--- config.mk ---
export PLATFORM = sky130hd
export DESIGN_NAME = usec_timebase
export DESIGN_NICKNAME = d
export VERILOG_FILES = /design/src/rtl/usec_timebase_pkg.sv /design/src/rtl/usec_ratio_accum.sv /design/src/rtl/usec_count.sv /design/src/rtl/usec_regfile.sv /design/src/rtl/usec_timebase.sv
export SDC_FILE = /design/constraint.sdc
export NUM_CORES = 1
export LEC_CHECK = 0
export ABC_AREA = 1
export BUFFER_PORTS_ARGS = -buffer_cell sky130_fd_sc_hd__buf_2
export CORE_MARGIN = 2
export CORE_UTILIZATION = 30
export CTS_BUF_LIST = sky130_fd_sc_hd__clkbuf_2
export DETAILED_ROUTE_END_ITERATION = 8
export GPL_TIMING_DRIVEN = 0
export SKIP_CTS_REPAIR_TIMING = 1
export SLEW_MARGIN = 20
export SYNTH_ARGS = -nofsm -noshare
export SYNTH_HDL_FRONTEND = slang
export SYNTH_SLANG_ARGS = --single-unit
--- constraint.sdc ---
create_clock -name clk -period 7 [get_ports clk]
set_input_delay 1.4 -clock clk [delete_from_list [all_inputs] [get_ports clk]]
set_output_delay 1.4 -clock clk [all_outputs]
set_load 0.02 [all_outputs]
--- src/rtl/usec_timebase_pkg.sv ---
package usec_timebase_pkg;

  // Byte addresses of the two registers (software relies on these).
  localparam logic [15:0] ADDR_COUNT = 16'h0010;
  localparam logic [15:0] ADDR_RATIO = 16'h0014;

  // Reset ratio: dividend 1, divisor 12.
  localparam logic [15:0] RATIO_RESET = 16'h000B;

  typedef enum logic [1:0] {
    SEL_NONE  = 2'd0,
    SEL_COUNT = 2'd1,
    SEL_RATIO = 2'd2
  } reg_sel_e;

  function automatic reg_sel_e decode_addr(input logic [15:0] a);
    if (a == ADDR_COUNT)      return SEL_COUNT;
    else if (a == ADDR_RATIO) return SEL_RATIO;
    else                      return SEL_NONE;
  endfunction

endpackage

--- src/rtl/usec_ratio_accum.sv ---
module usec_ratio_accum #(
  parameter int FIELD_W = 8
) (
  input  logic                 clk,
  input  logic                 rst_n,
  input  logic [2*FIELD_W-1:0] ratio_i,
  input  logic                 clear_i,
  output logic                 tick_hit_o,
  output logic                 tick_o
);

  localparam int ACC_W = FIELD_W;
  localparam int VAL_W = FIELD_W + 1;
  localparam int SUM_W = FIELD_W + 2;

  // Field value plus one, widened so the full range fits.
  function automatic logic [VAL_W-1:0] plus_one(input logic [FIELD_W-1:0] f);
    return VAL_W'(f) + VAL_W'(1);
  endfunction

  // Dividend clamped to the divisor: at most one tick per clock.
  function automatic logic [VAL_W-1:0] clamp_step(input logic [VAL_W-1:0] step,
                                                  input logic [VAL_W-1:0] lim);
    return (step > lim) ? lim : step;
  endfunction

  logic [VAL_W-1:0] divisor;
  logic [VAL_W-1:0] dividend_raw;
  logic [VAL_W-1:0] dividend;
  logic [SUM_W-1:0] sum;
  logic [ACC_W-1:0] acc_q;
  logic [ACC_W-1:0] acc_d;
  logic             hit;

  assign divisor      = plus_one(ratio_i[FIELD_W-1:0]);
  assign dividend_raw = plus_one(ratio_i[2*FIELD_W-1:FIELD_W]);
  assign dividend     = clamp_step(dividend_raw, divisor);
  assign sum          = SUM_W'(acc_q) + SUM_W'(dividend);
  assign hit          = !clear_i && (sum >= SUM_W'(divisor));

  always_comb begin
    if (clear_i)  acc_d = '0;
    else if (hit) acc_d = ACC_W'(sum - SUM_W'(divisor));
    else          acc_d = ACC_W'(sum);
  end

  always_ff @(posedge clk or negedge rst_n) begin
    if (!rst_n) begin
      acc_q  <= '0;
      tick_o <= 1'b0;
    end else begin
      acc_q  <= acc_d;
      tick_o <= hit;
    end
  end

  assign tick_hit_o = hit;

  AST_ACC_BELOW_DIV: assert property (@(posedge clk) disable iff (!rst_n)
    (VAL_W'(acc_q) < divisor));

  AST_CLEAR_QUIET: assert property (@(posedge clk) disable iff (!rst_n)
    clear_i |=> (acc_q == '0) && !tick_o);

  AST_FULL_RATE: assert property (@(posedge clk) disable iff (!rst_n)
    (!clear_i && (dividend_raw >= divisor)) |=> tick_o);

endmodule

--- src/rtl/usec_count.sv ---
module usec_count #(
  parameter int CNT_W = 32
) (
  input  logic             clk,
  input  logic             rst_n,
  input  logic             inc_i,
  output logic [CNT_W-1:0] count_o
);

  logic [CNT_W-1:0] count_q;

  always_ff @(posedge clk or negedge rst_n) begin
    if (!rst_n)     count_q <= '0;
    else if (inc_i) count_q <= count_q + CNT_W'(1);
  end

  assign count_o = count_q;

  AST_WRAP_ZERO: assert property (@(posedge clk) disable iff (!rst_n)
    ((&count_q) && inc_i) |=> (count_q == '0));

endmodule

--- src/rtl/usec_regfile.sv ---
module usec_regfile
  import usec_timebase_pkg::*;
#(
  parameter int ADDR_W = 8,
  parameter int DATA_W = 32,
  parameter int CFG_W  = 16,
  parameter int CNT_W  = 32
) (
  input  logic              clk,
  input  logic              rst_n,
  input  logic              wr_i,
  input  logic              rd_i,
  input  logic [ADDR_W-1:0] addr_i,
  input  logic [DATA_W-1:0] wdata_i,
  input  logic [CNT_W-1:0]  count_i,
  output logic [CFG_W-1:0]  ratio_o,
  output logic              ratio_wr_o,
  output logic [DATA_W-1:0] rdata_o
);

  reg_sel_e          sel;
  logic [CFG_W-1:0]  ratio_q;
  logic [DATA_W-1:0] rdata_q;
  logic [DATA_W-1:0] rd_mux;

  assign sel        = decode_addr(16'(addr_i));
  assign ratio_wr_o = wr_i && (sel == SEL_RATIO);

  always_comb begin
    case (sel)
      SEL_COUNT: rd_mux = DATA_W'(count_i);
      SEL_RATIO: rd_mux = DATA_W'(ratio_q);
      default:   rd_mux = '0;
    endcase
  end

  always_ff @(posedge clk or negedge rst_n) begin
    if (!rst_n) begin
      ratio_q <= CFG_W'(RATIO_RESET);
      rdata_q <= '0;
    end else begin
      if (ratio_wr_o) ratio_q <= wdata_i[CFG_W-1:0];
      if (rd_i)       rdata_q <= rd_mux;
    end
  end

  assign ratio_o = ratio_q;
  assign rdata_o = rdata_q;

  AST_RD_COUNT: assert property (@(posedge clk) disable iff (!rst_n)
    (rd_i && sel == SEL_COUNT) |=> (rdata_q == DATA_W'($past(count_i))));

  AST_RD_HOLD: assert property (@(posedge clk) disable iff (!rst_n)
    !rd_i |=> $stable(rdata_q));

  AST_RATIO_ZEXT: assert property (@(posedge clk) disable iff (!rst_n)
    (rd_i && sel == SEL_RATIO) |=> ((rdata_q >> CFG_W) == '0));

  AST_RATIO_KEEP: assert property (@(posedge clk) disable iff (!rst_n)
    !ratio_wr_o |=> $stable(ratio_q));

endmodule

--- src/rtl/usec_timebase.sv ---
module usec_timebase #(
  parameter int FIELD_W = 8,
  parameter int CNT_W   = 32,
  parameter int ADDR_W  = 8,
  parameter int DATA_W  = 32
) (
  input  logic              clk,
  input  logic              rst_n,
  input  logic              reg_wr,
  input  logic              reg_rd,
  input  logic [ADDR_W-1:0] reg_addr,
  input  logic [DATA_W-1:0] reg_wdata,
  output logic [DATA_W-1:0] reg_rdata,
  output logic              tick_1us
);

  localparam int CFG_W = 2 * FIELD_W;

  logic [CFG_W-1:0] ratio_w;
  logic             ratio_wr_w;
  logic             tick_hit_w;
  logic             tick_q_w;
  logic [CNT_W-1:0] count_w;

  usec_regfile #(
    .ADDR_W (ADDR_W),
    .DATA_W (DATA_W),
    .CFG_W  (CFG_W),
    .CNT_W  (CNT_W)
  ) u_regs (
    .clk        (clk),
    .rst_n      (rst_n),
    .wr_i       (reg_wr),
    .rd_i       (reg_rd),
    .addr_i     (reg_addr),
    .wdata_i    (reg_wdata),
    .count_i    (count_w),
    .ratio_o    (ratio_w),
    .ratio_wr_o (ratio_wr_w),
    .rdata_o    (reg_rdata)
  );

  usec_ratio_accum #(
    .FIELD_W (FIELD_W)
  ) u_accum (
    .clk        (clk),
    .rst_n      (rst_n),
    .ratio_i    (ratio_w),
    .clear_i    (ratio_wr_w),
    .tick_hit_o (tick_hit_w),
    .tick_o     (tick_q_w)
  );

  usec_count #(
    .CNT_W (CNT_W)
  ) u_count (
    .clk     (clk),
    .rst_n   (rst_n),
    .inc_i   (tick_hit_w),
    .count_o (count_w)
  );

  assign tick_1us = tick_q_w;

  AST_COUNT_STEP: assert property (@(posedge clk) disable iff (!rst_n)
    tick_q_w |-> (count_w == $past(count_w) + CNT_W'(1)));

  AST_COUNT_HOLD: assert property (@(posedge clk) disable iff (!rst_n)
    !tick_q_w |-> $stable(count_w));

  AST_WRITE_KEEPS_COUNT: assert property (@(posedge clk) disable iff (!rst_n)
    ratio_wr_w |=> $stable(count_w));

endmodule

# Yosys cells after proc, flatten, opt, wreduce, memory -nomap -nowiden
# Cells that the tools add are included.
# word_totals
ff_bits,89
inputBits,44
output_inout_bits,33
word_cells,25
# classes
n_addsub,5
n_lt_le_gt_ge,2
eq_ne,4
n_mux,6
n_reduce_logical,3
# ops
op,n
$pmux 32 s2,1
$add 32x1->32 const B,1
$add 8x1->9 const B,2
$eq 8x5->1 const B,2
$mux 8,2
$add 8x9->10,1
$ge 10x9->1,1
$gt 9x9->1,1
$mux 9,1
$sub 8x8->8,1
$mux 2,2
$eq 2x1->1 const B,1
$eq 2x2->1 const B,1
$logic_and 1x1->1,2
$logic_not 1->1,1

# Logic depth before layout (Yosys ltp)
# Gate-level depths: netlist of the first run.
# logic_depth
ltp_word,9
ltp_mapped,39
depth_no_buf,37

# Cells and area by module
# From an unflattened synthesis of the first run, not the netlist that was laid out.
# unflattened
hier_cells,769
area_unflattened_um2,5784.3
# by_module_without_submodules
mod,instances,cells_each,area_each_um2,seq_area_each_um2
usec_regfile,1,276,2238.4,1204.9
usec_ratio_accum,1,264,1784.2,225.2
usec_count,1,229,1761.7,800.8

# Worst setup path after synthesis of the first run
# OpenSTA, ideal clock, no wires.
# synth_path
kind,reg2reg
from,"register u_regs.ratio_q[1], in the netlist u_regs.ratio_o[1]"
to,"register u_count.count_q[1], in the netlist u_count.count_o[1]"
setup_time_ns,0.117
t_arrival_ns,5.165
t_required_ns,6.883
setup_slack_ns,1.718
stages_incl_launch_ff,32
path_buffers,2
period_less_slack_ns,5.282
cell_sequence,dfstp_2 nand4_1 or2_2 nor3_1 xor2_1 inv_1 ha_1 nand2_1 nor2_1 nand2_4 o41ai_4 buf_4 nand2_1 o21ai_0 ha_1 inv_1 fa_1 o21ai_0 xor2_1 inv_1 ha_1 nand2_1 inv_1 a21boi_1 o21ai_1 nand2_1 nand3b_1 a21oi_4 nand2_8 buf_4 nand3_1 nand2_1
# synth_via
elab_chain_len,6
# synth_lines
element,line,source
"start, declared",usec_regfile.sv:22,logic [CFG_W-1:0] ratio_q;
"start signal, assigned",usec_regfile.sv:39,ratio_q <= CFG_W'(RATIO_RESET);
"start signal, assigned",usec_regfile.sv:42,if (ratio_wr_o) ratio_q <= wdata_i[CFG_W-1:0];
$add 8x1->9 (*),usec_ratio_accum.sv:18,return VAL_W'(f) + VAL_W'(1);
$gt 9x9->1,usec_ratio_accum.sv:24,return (step > lim) ? lim : step;
$mux 9,usec_ratio_accum.sv:24,
$add 8x9->10,usec_ratio_accum.sv:38,assign sum = SUM_W'(acc_q) + SUM_W'(dividend);
$ge 10x9->1 (*),usec_ratio_accum.sv:39,assign hit = !clear_i && (sum >= SUM_W'(divisor));
$logic_and 1x1->1 (*),usec_ratio_accum.sv:39,
"end signal, assigned",usec_count.sv:14,else if (inc_i) count_q <= count_q + CNT_W'(1);
"end, declared",usec_count.sv:10,logic [CNT_W-1:0] count_q;
# Every way passes the cells marked *; elsewhere a longest branch is shown, timed or not.
# A chain may end at the register's enable or synchronous reset.

# Final worst setup path of the first run
# layout_path
from,"register u_regs.ratio_q[1], in the netlist u_regs.ratio_o[1]"
to,"register u_count.count_q[3], in the netlist u_count.count_o[3]"
# The elaborated chain is that of the path after synthesis.

==> results.md, run 1 <==
| Quantity | This run |
|:---|:---|
| Run status | finished, final reports clean |
| Library cells used by synthesis | 44 |
| Clock latency on the worst-skew pair | 0.57 ns |
| Startpoint type of the worst setup path | flip-flop |
| Static leakage | 3.45 nW |
| Pre-antenna DRT Iters | 5 |
| Setup slack after placement | 0.909 ns |
| CTS max path bufs | 2 |
| CTS buffer count | 9 |
| Total power | 2.11 mW |
| DRC violations left | 0 |
| Global-route wire length before repair | 26.0 mm |
| Synthesis warning total | 0 |
| Hold WS | 0.505 ns |
| Routed WL per cell | 14.0 microns |
| Worst path required time | 7.50 ns |
| Total number of vias | 5223 |
| Final slew viol count | 0 |
| Minimum clock period | 6.11 ns |
| Layout-stage area growth over the synthesis result | 12.8% |
| Register clock-pin slew on the reported worst setup and hold paths | 0.24 ns |
| Post-DR vias/cell | 4.62 |
| Relative slew margins | 37.3% |
| Power density over cell area | 314 mW/mm^2 |
| Routability congestion estimate from global placement | 0.872 |
| Cell at the slowest stage of the critical path | sky130_fd_sc_hd__dfstp_2 |
| CP arrival | 6.61 ns |
| Height of the die | 145 microns |
| Detailed Route Iter0 Violations | 327 |
| Most frequent standard cell in the layout excluding fill and tap cells | sky130_fd_sc_hd__nand2_1 |
| Final period utilization | 87.3% |
| Starting density of the core | 30.6% |
| Overall die width | 145 microns |
| Count of buffers from port buffering | 60 |
| Cell taking the most area after synthesis | sky130_fd_sc_hd__dfrtp_1 |
| Actual transition at the worst max-transition pin | 0.932 ns |
| Detailed placer's ending HPWL | 12.5 mm |
| Max-cap viol count | 0 |
| Master cell of the clock root buffer | sky130_fd_sc_hd__clkbuf_2 |
| Vias in the first global route | 5070 |
| Number of enable flip-flop cells after synthesis | 0 |
| Antenna violation net count after detailed routing | 0 |
| Crit path top cell by count | sky130_fd_sc_hd__nand2_1 |
| Die ar. | 0.0210 sq mm |
| Placed cells | 1114 |
| Number of failing hold endpoints at the final stage | 0 |
| Final Instance Count excl. Fillers | 1131 |
| Number of antenna violations at the first check in global routing | 1 |
| Hold/Removal Path Class | flip-flop to flip-flop |
| Fin nets | 933 |
| Final wirelength | 15.8 mm |
| Setup slack after layout | 0.886 ns |
| Maximum number of pins on one net before global-route repair | 68 |
| Unrepaired setup endpoints after global routing | no |
| Async SR Flop Fraction | 100% |
| Crit Path Category | flip-flop to flip-flop |
| Worst supply voltage drop on vdd | 0.000140 V |
| Maximum achievable frequency | 0.164 GHz |
| Average instance area after synthesis | 7.56 sq um |
| I/O pin count | 77 |
| Maximum single-stage delay on the critical path | 0.65 ns |
| Core region area | 0.0195 sq mm |
| Crit path capture type | flip-flop |
| Main area contributors after synthesis | sky130_fd_sc_hd__dfrtp_1 (36%), sky130_fd_sc_hd__nand2_1 (15%), sky130_fd_sc_hd__xor2_1 (5.9%) |
| Cells after Synth | 788 |
| TritonCTS clock tree | yes |
| Area share of the leading cell type in the synthesized netlist | 36.1% |
| Cell area after synthesis | 0.00596 sq mm |
| Gr usage total | 15.2% |
| Clk_skew | 0.0462 ns |
| H-tree depth reported by CTS | 3 |
| Gr ovfl total | 0 |
| Sequential area share after synthesis | 37.4% |
| Syn Nets | 861 |
| CTS sink count | 89 |
| Share of cells above drive strength 1 | 15.8% |
| Flip-flop cell with the highest count after synthesis | sky130_fd_sc_hd__dfrtp_1 |
| Critical Path Fanout Max | 10 |
| Total number of placement rows | 51 |
| Top library cells by usage in the layout, fill and taps aside | sky130_fd_sc_hd__nand2_1 (239), sky130_fd_sc_hd__dfrtp_1 (86), sky130_fd_sc_hd__inv_1 (76) |
| Count of state elements after synthesis | 89 |
| Number of failing setup endpoints in the final timing report | 0 |
| Sum Neg Setup Slack | 0 ns |
[critical path: cells and delay by family (launching register included)]
family | cells | cell delay [ns]
xor+xnor | 2 | 0.36
fa+ha+maj | 4 | 1.24
buf+inv | 6 | 0.69
simple gates | 14 | 1.65
flops | 1 | 0.65
compound gates | 6 | 1.48
[where the power goes]
group	switching (mW)	internal [mW]
sequential	0.0272	0.569
combinational	0.779	0.503
clock	0.186	0.0481
[area by class of cell]
type,instances,area [sq um]
tap,265,332
inverter,80,300
antenna,1,2.50
clock inverter,6,43.8
timing repair buffer,61,334
buffer,27,169
clock buffer,10,50.0
multi-input combinational,592,3260
sequential,89,2230
fill,2083,12700
[metrics by stage]
step	cell area, sq um	util [%]
floorplan	5960	-
global placement	6590	33.9
detailed placement	6630	34.0
CTS	6720	34.5
global route	6720	34.5
finish	6720	34.5
[synthesized netlist by cell type (7+ instances only)]
cell                       count
sky130_fd_sc_hd__nand2_2      24
sky130_fd_sc_hd__nor2_1       56
sky130_fd_sc_hd__ha_1         27
sky130_fd_sc_hd__nor3_1       21
sky130_fd_sc_hd__nor4_1        7
sky130_fd_sc_hd__xor2_1       40
sky130_fd_sc_hd__inv_1        76
sky130_fd_sc_hd__xnor2_1       8
sky130_fd_sc_hd__clkbuf_1     16
sky130_fd_sc_hd__nand4_1      14
sky130_fd_sc_hd__o21ai_0      27
sky130_fd_sc_hd__dfrtp_1      86
sky130_fd_sc_hd__o22ai_1      12
sky130_fd_sc_hd__nand2_1     239
sky130_fd_sc_hd__a21oi_1      25
sky130_fd_sc_hd__nand3_1      53
[cell families after synthesis]
logic type	share of synthesized area (%)
flops	37.4
fa+ha+maj	6.34
simple gates	32.8
xor+xnor	7.05
compound gates	8.52
buf+inv	7.87
[metal layers]
metal,share of wire [%],vias up,GRT usage (%)
li1,-,2691,-
met1,48,2429,20.8
met2,46,86,25.2
met3,3.7,17,2.55
met4,1.3,0,3.71
met5,0,-,0
[state kept, by name, indices dropped and copies added (netlist names)]
| register | count |
|---|---|
| u_count.count_o | 32 |
| u_accum.tick_o | 1 |
| u_regs.rdata_o | 32 |
| u_accum.acc_q | 8 |
| u_regs.ratio_o | 16 |
[worst paths after layout]
kind,end,slack (ns),startpoint,depth (start not counted)
max,u_count.count_o[3],0.89,u_regs.ratio_o[1],32
min,u_regs.rdata_o[15],0.50,u_regs.rdata_o[15],2
max reg2reg,u_count.count_o[3],0.89,u_regs.ratio_o[1],32
min reg2reg,u_regs.rdata_o[15],0.50,u_regs.rdata_o[15],2
max in group asynchronous,u_regs.ratio_o[1],5.68,rst_n,2
min in group asynchronous,u_accum.acc_q[7],0.66,rst_n,1
No activity file was read; power rests on OpenSTA's default activity.
==> run 2, diff against run 1 <==
--- a/config.mk
+++ b/config.mk
@@ -12,6 +12,7 @@
 export CTS_BUF_LIST = sky130_fd_sc_hd__clkbuf_2
 export DETAILED_ROUTE_END_ITERATION = 8
 export GPL_TIMING_DRIVEN = 0
+export REMOVE_ABC_BUFFERS = 1
 export SKIP_CTS_REPAIR_TIMING = 1
 export SLEW_MARGIN = 20
 export SYNTH_ARGS = -nofsm -noshare
==> run 2 against run 1 <==
Combinational power down 10%. Maximum frequency shrank 4.6%. Critical endpoint is now u_count.count_o[0]. Sequential power hardly changed. Global-route usage decreased by 0.52 points. Non-clock buffer count fell by 25. Cell count shrank 2.3%. First-iteration DRC count fell by 9.2%. Power decreased by 0.68%. Register-to-register slack got worse by 0.29 ns. Clock skew shrank 0.0093 ns. Largest power group unchanged. Design area down 1.1%.
==> results.md, run 2 (synthesized netlist as in run 1, its figures left out) <==
| Quantity | This run | vs previous |
|:---|:---|:---|
| Layout-stage area growth over the synthesis result | 11.5% | was 12.8% |
| Relative slew margins | 39.8% | was 37.3% |
| Static leakage | 3.42 nW | was 3.45 nW |
| Overall die width | 145 microns | unchanged |
| Share of cells above drive strength 1 | 15.5% | was 15.8% |
| Detailed Route Iter0 Violations | 297 | was 327 |
| Starting density of the core | 30.6% | unchanged |
| Hold WS | 0.505 ns | about the same |
| Minimum clock period | 6.41 ns | was 6.11 ns |
| CTS sink count | 89 | unchanged |
| Final period utilization | 91.5% | was 87.3% |
| Total number of placement rows | 51 | unchanged |
| Count of buffers from port buffering | 60 | unchanged |
| Number of failing hold endpoints at the final stage | 0 | unchanged |
| Gr ovfl total | 0 | unchanged |
| Antenna violation net count after detailed routing | 0 | unchanged |
| Critical Path Fanout Max | 42 | was 10 |
| Sum Neg Setup Slack | 0 ns | unchanged |
| Post-route cell area | 0.00665 sq mm | was 0.00672 sq mm |
| Register Area | 0.00223 sq mm | unchanged |
| Worst supply voltage drop on vdd | 0.000152 V | was 0.000140 V |
| Most crowded layer after global routing | met2 | unchanged |
| Detailed placer's ending HPWL | 11.2 mm | was 12.5 mm |
| I/O pin count | 77 | unchanged |
| Met1 GRT Util | 18.0% | was 20.8% |
| Met2 capacity usage during global routing | 26.2% | was 25.2% |
| Fin nets | 908 | was 933 |
| Pre-antenna DRT Iters | 4 | was 5 |
| Height of the die | 145 microns | unchanged |
| Hold/Removal Path Class | flip-flop to flip-flop | unchanged |
| Number of failing setup endpoints in the final timing report | 0 | unchanged |
| Top library cells by usage in the layout, fill and taps aside | sky130_fd_sc_hd__nand2_1 (239), sky130_fd_sc_hd__dfrtp_1 (86), sky130_fd_sc_hd__inv_1 (76) | unchanged |
| Setup slack after layout | 0.593 ns | was 0.886 ns |
| Actual transition at the worst max-transition pin | 0.896 ns | was 0.932 ns |
| Max-cap viol count | 0 | unchanged |
| Total number of vias | 5136 | was 5223 |
| Routed WL per cell | 13.6 microns | was 14.0 microns |
| Maximum achievable frequency | 0.156 GHz | was 0.164 GHz |
| Most frequent standard cell in the layout excluding fill and tap cells | sky130_fd_sc_hd__nand2_1 | unchanged |
| Worst path required time | 7.55 ns | was 7.50 ns |
| Routability congestion estimate from global placement | 0.906 | was 0.872 |
| H-tree depth reported by CTS | 3 | unchanged |
| Maximum single-stage delay on the critical path | 0.65 ns | about the same |
| Maximum number of pins on one net before global-route repair | 70 | was 68 |
| Number of antenna violations at the first check in global routing | 0 | was 1 |
| Post-detailed-placement cell area | 0.00647 sq mm | was 0.00663 sq mm |
| Met3 Use GR | 2.42% | was 2.55% |
| Clock latency on the worst-skew pair | 0.62 ns | was 0.57 ns |
| Power density over cell area | 316 mW/mm^2 | was 314 mW/mm^2 |
| DRC violations left | 0 | unchanged |
| Die ar. | 0.0210 sq mm | unchanged |
| Global-route wire length before repair | 25.0 mm | was 26.0 mm |
| Post-DR vias/cell | 4.65 | was 4.62 |
| Startpoint type of the worst setup path | flip-flop | unchanged |
| Crit path top cell by count | sky130_fd_sc_hd__nand2_1 | unchanged |
| Setup slack after placement | 0.541 ns | was 0.909 ns |
| Area of combinational cells with multiple inputs | 0.00327 sq mm | was 0.00326 sq mm |
| Core region area | 0.0195 sq mm | unchanged |
| Number of fill cells in the layout | 2100 | was 2083 |
| Register clock-pin slew on the reported worst setup and hold paths | 0.24 ns | about the same |
| TritonCTS clock tree | yes | unchanged |
| Crit path capture type | flip-flop | unchanged |
| CTS buffer count | 9 | unchanged |
| Run status | finished, final reports clean | unchanged |
| CP arrival | 6.95 ns | was 6.61 ns |
| Unrepaired setup endpoints after global routing | no | unchanged |
| Crit Path Category | flip-flop to flip-flop | unchanged |
| Clk_skew | 0.0369 ns | was 0.0462 ns |
| Final slew viol count | 0 | unchanged |
| Master cell of the clock root buffer | sky130_fd_sc_hd__clkbuf_2 | unchanged |
| CTS max path bufs | 2 | unchanged |
| Gr usage total | 14.7% | was 15.2% |
| Ant. Diodes | 0 | was 1 |
| Cell at the slowest stage of the critical path | sky130_fd_sc_hd__dfstp_2 | unchanged |
| Vias in the first global route | 5015 | was 5070 |
| Total power | 2.10 mW | was 2.11 mW |
| Final wirelength | 15.1 mm | was 15.8 mm |
-- run 2: changes by cell type in the layout (fill, tap and decap cells not counted), sizes merged --
| cell | previous run | this run |
|---|---|---|
| buf | 72 | 63 |
| bufinv | 0 | 3 |
| clkbuf | 26 | 9 |
| clkinv | 1 | 2 |
| clkinvlp | 4 | 2 |
| diode | 1 | 0 |
| inv | 81 | 80 |
-- run 2: area by class of cell --
type / count / area share [%]
well taps: 265 / 4.99
flip-flops and latches: 89 / 33.6
clock buffers: 9 / 0.678
multi-input cells: 592 / 49.2
inverters: 80 / 4.52
clock inverters: 7 / 1.79
repair buffers: 63 / 5.25
-- run 2: power breakdown --
| group | switching [mW] | leakage (nW) | internal, mW | total (mW) |
|---|---|---|---|---|
| logic | 0.746 | 2.19 | 0.406 | 1.15 |
| clock network | 0.197 | 0.0881 | 0.153 | 0.350 |
| registers | 0.0268 | 1.15 | 0.569 | 0.596 |
-- run 2: metal layers --
layer	up-vias	wire length (microns)
li1	2642	-
met1	2412	6720
met2	63	7590
met3	19	472
met4	0	282
met5	-	0
-- run 2: critical path, delay by kind of cell (launching register included) --
kind / cells / cell delay (ns)
and+or+nand+nor: 14 / 2.08
DFF: 1 / 0.65
AOI/OAI and AO/OA: 6 / 1.73
buffers and inverters: 4 / 0.28
xor gates and xnor gates: 2 / 0.34
adders and majority gates: 4 / 1.25
-- run 2: through the flow --
stage	cells	util, %
finish	1105	34.2
detailed placement	1087	33.2
global placement	1086	33.0
CTS	1103	34.1
global route	1105	34.2
floorplan	761	-
-- run 2: final timing paths --
kind,slack [ns],depth (start not counted),startpoint,end
hold / removal,0.51,2,u_count.count_o[31],u_count.count_o[31]
setup / recovery,0.59,30,u_regs.ratio_o[1],u_count.count_o[0]
max in group asynchronous,5.79,2,rst_n,u_regs.ratio_o[0]
hold reg to reg,0.51,2,u_count.count_o[31],u_count.count_o[31]
min in group asynchronous,0.58,1,rst_n,u_accum.acc_q[2]
setup reg to reg,0.59,30,u_regs.ratio_o[1],u_count.count_o[0]
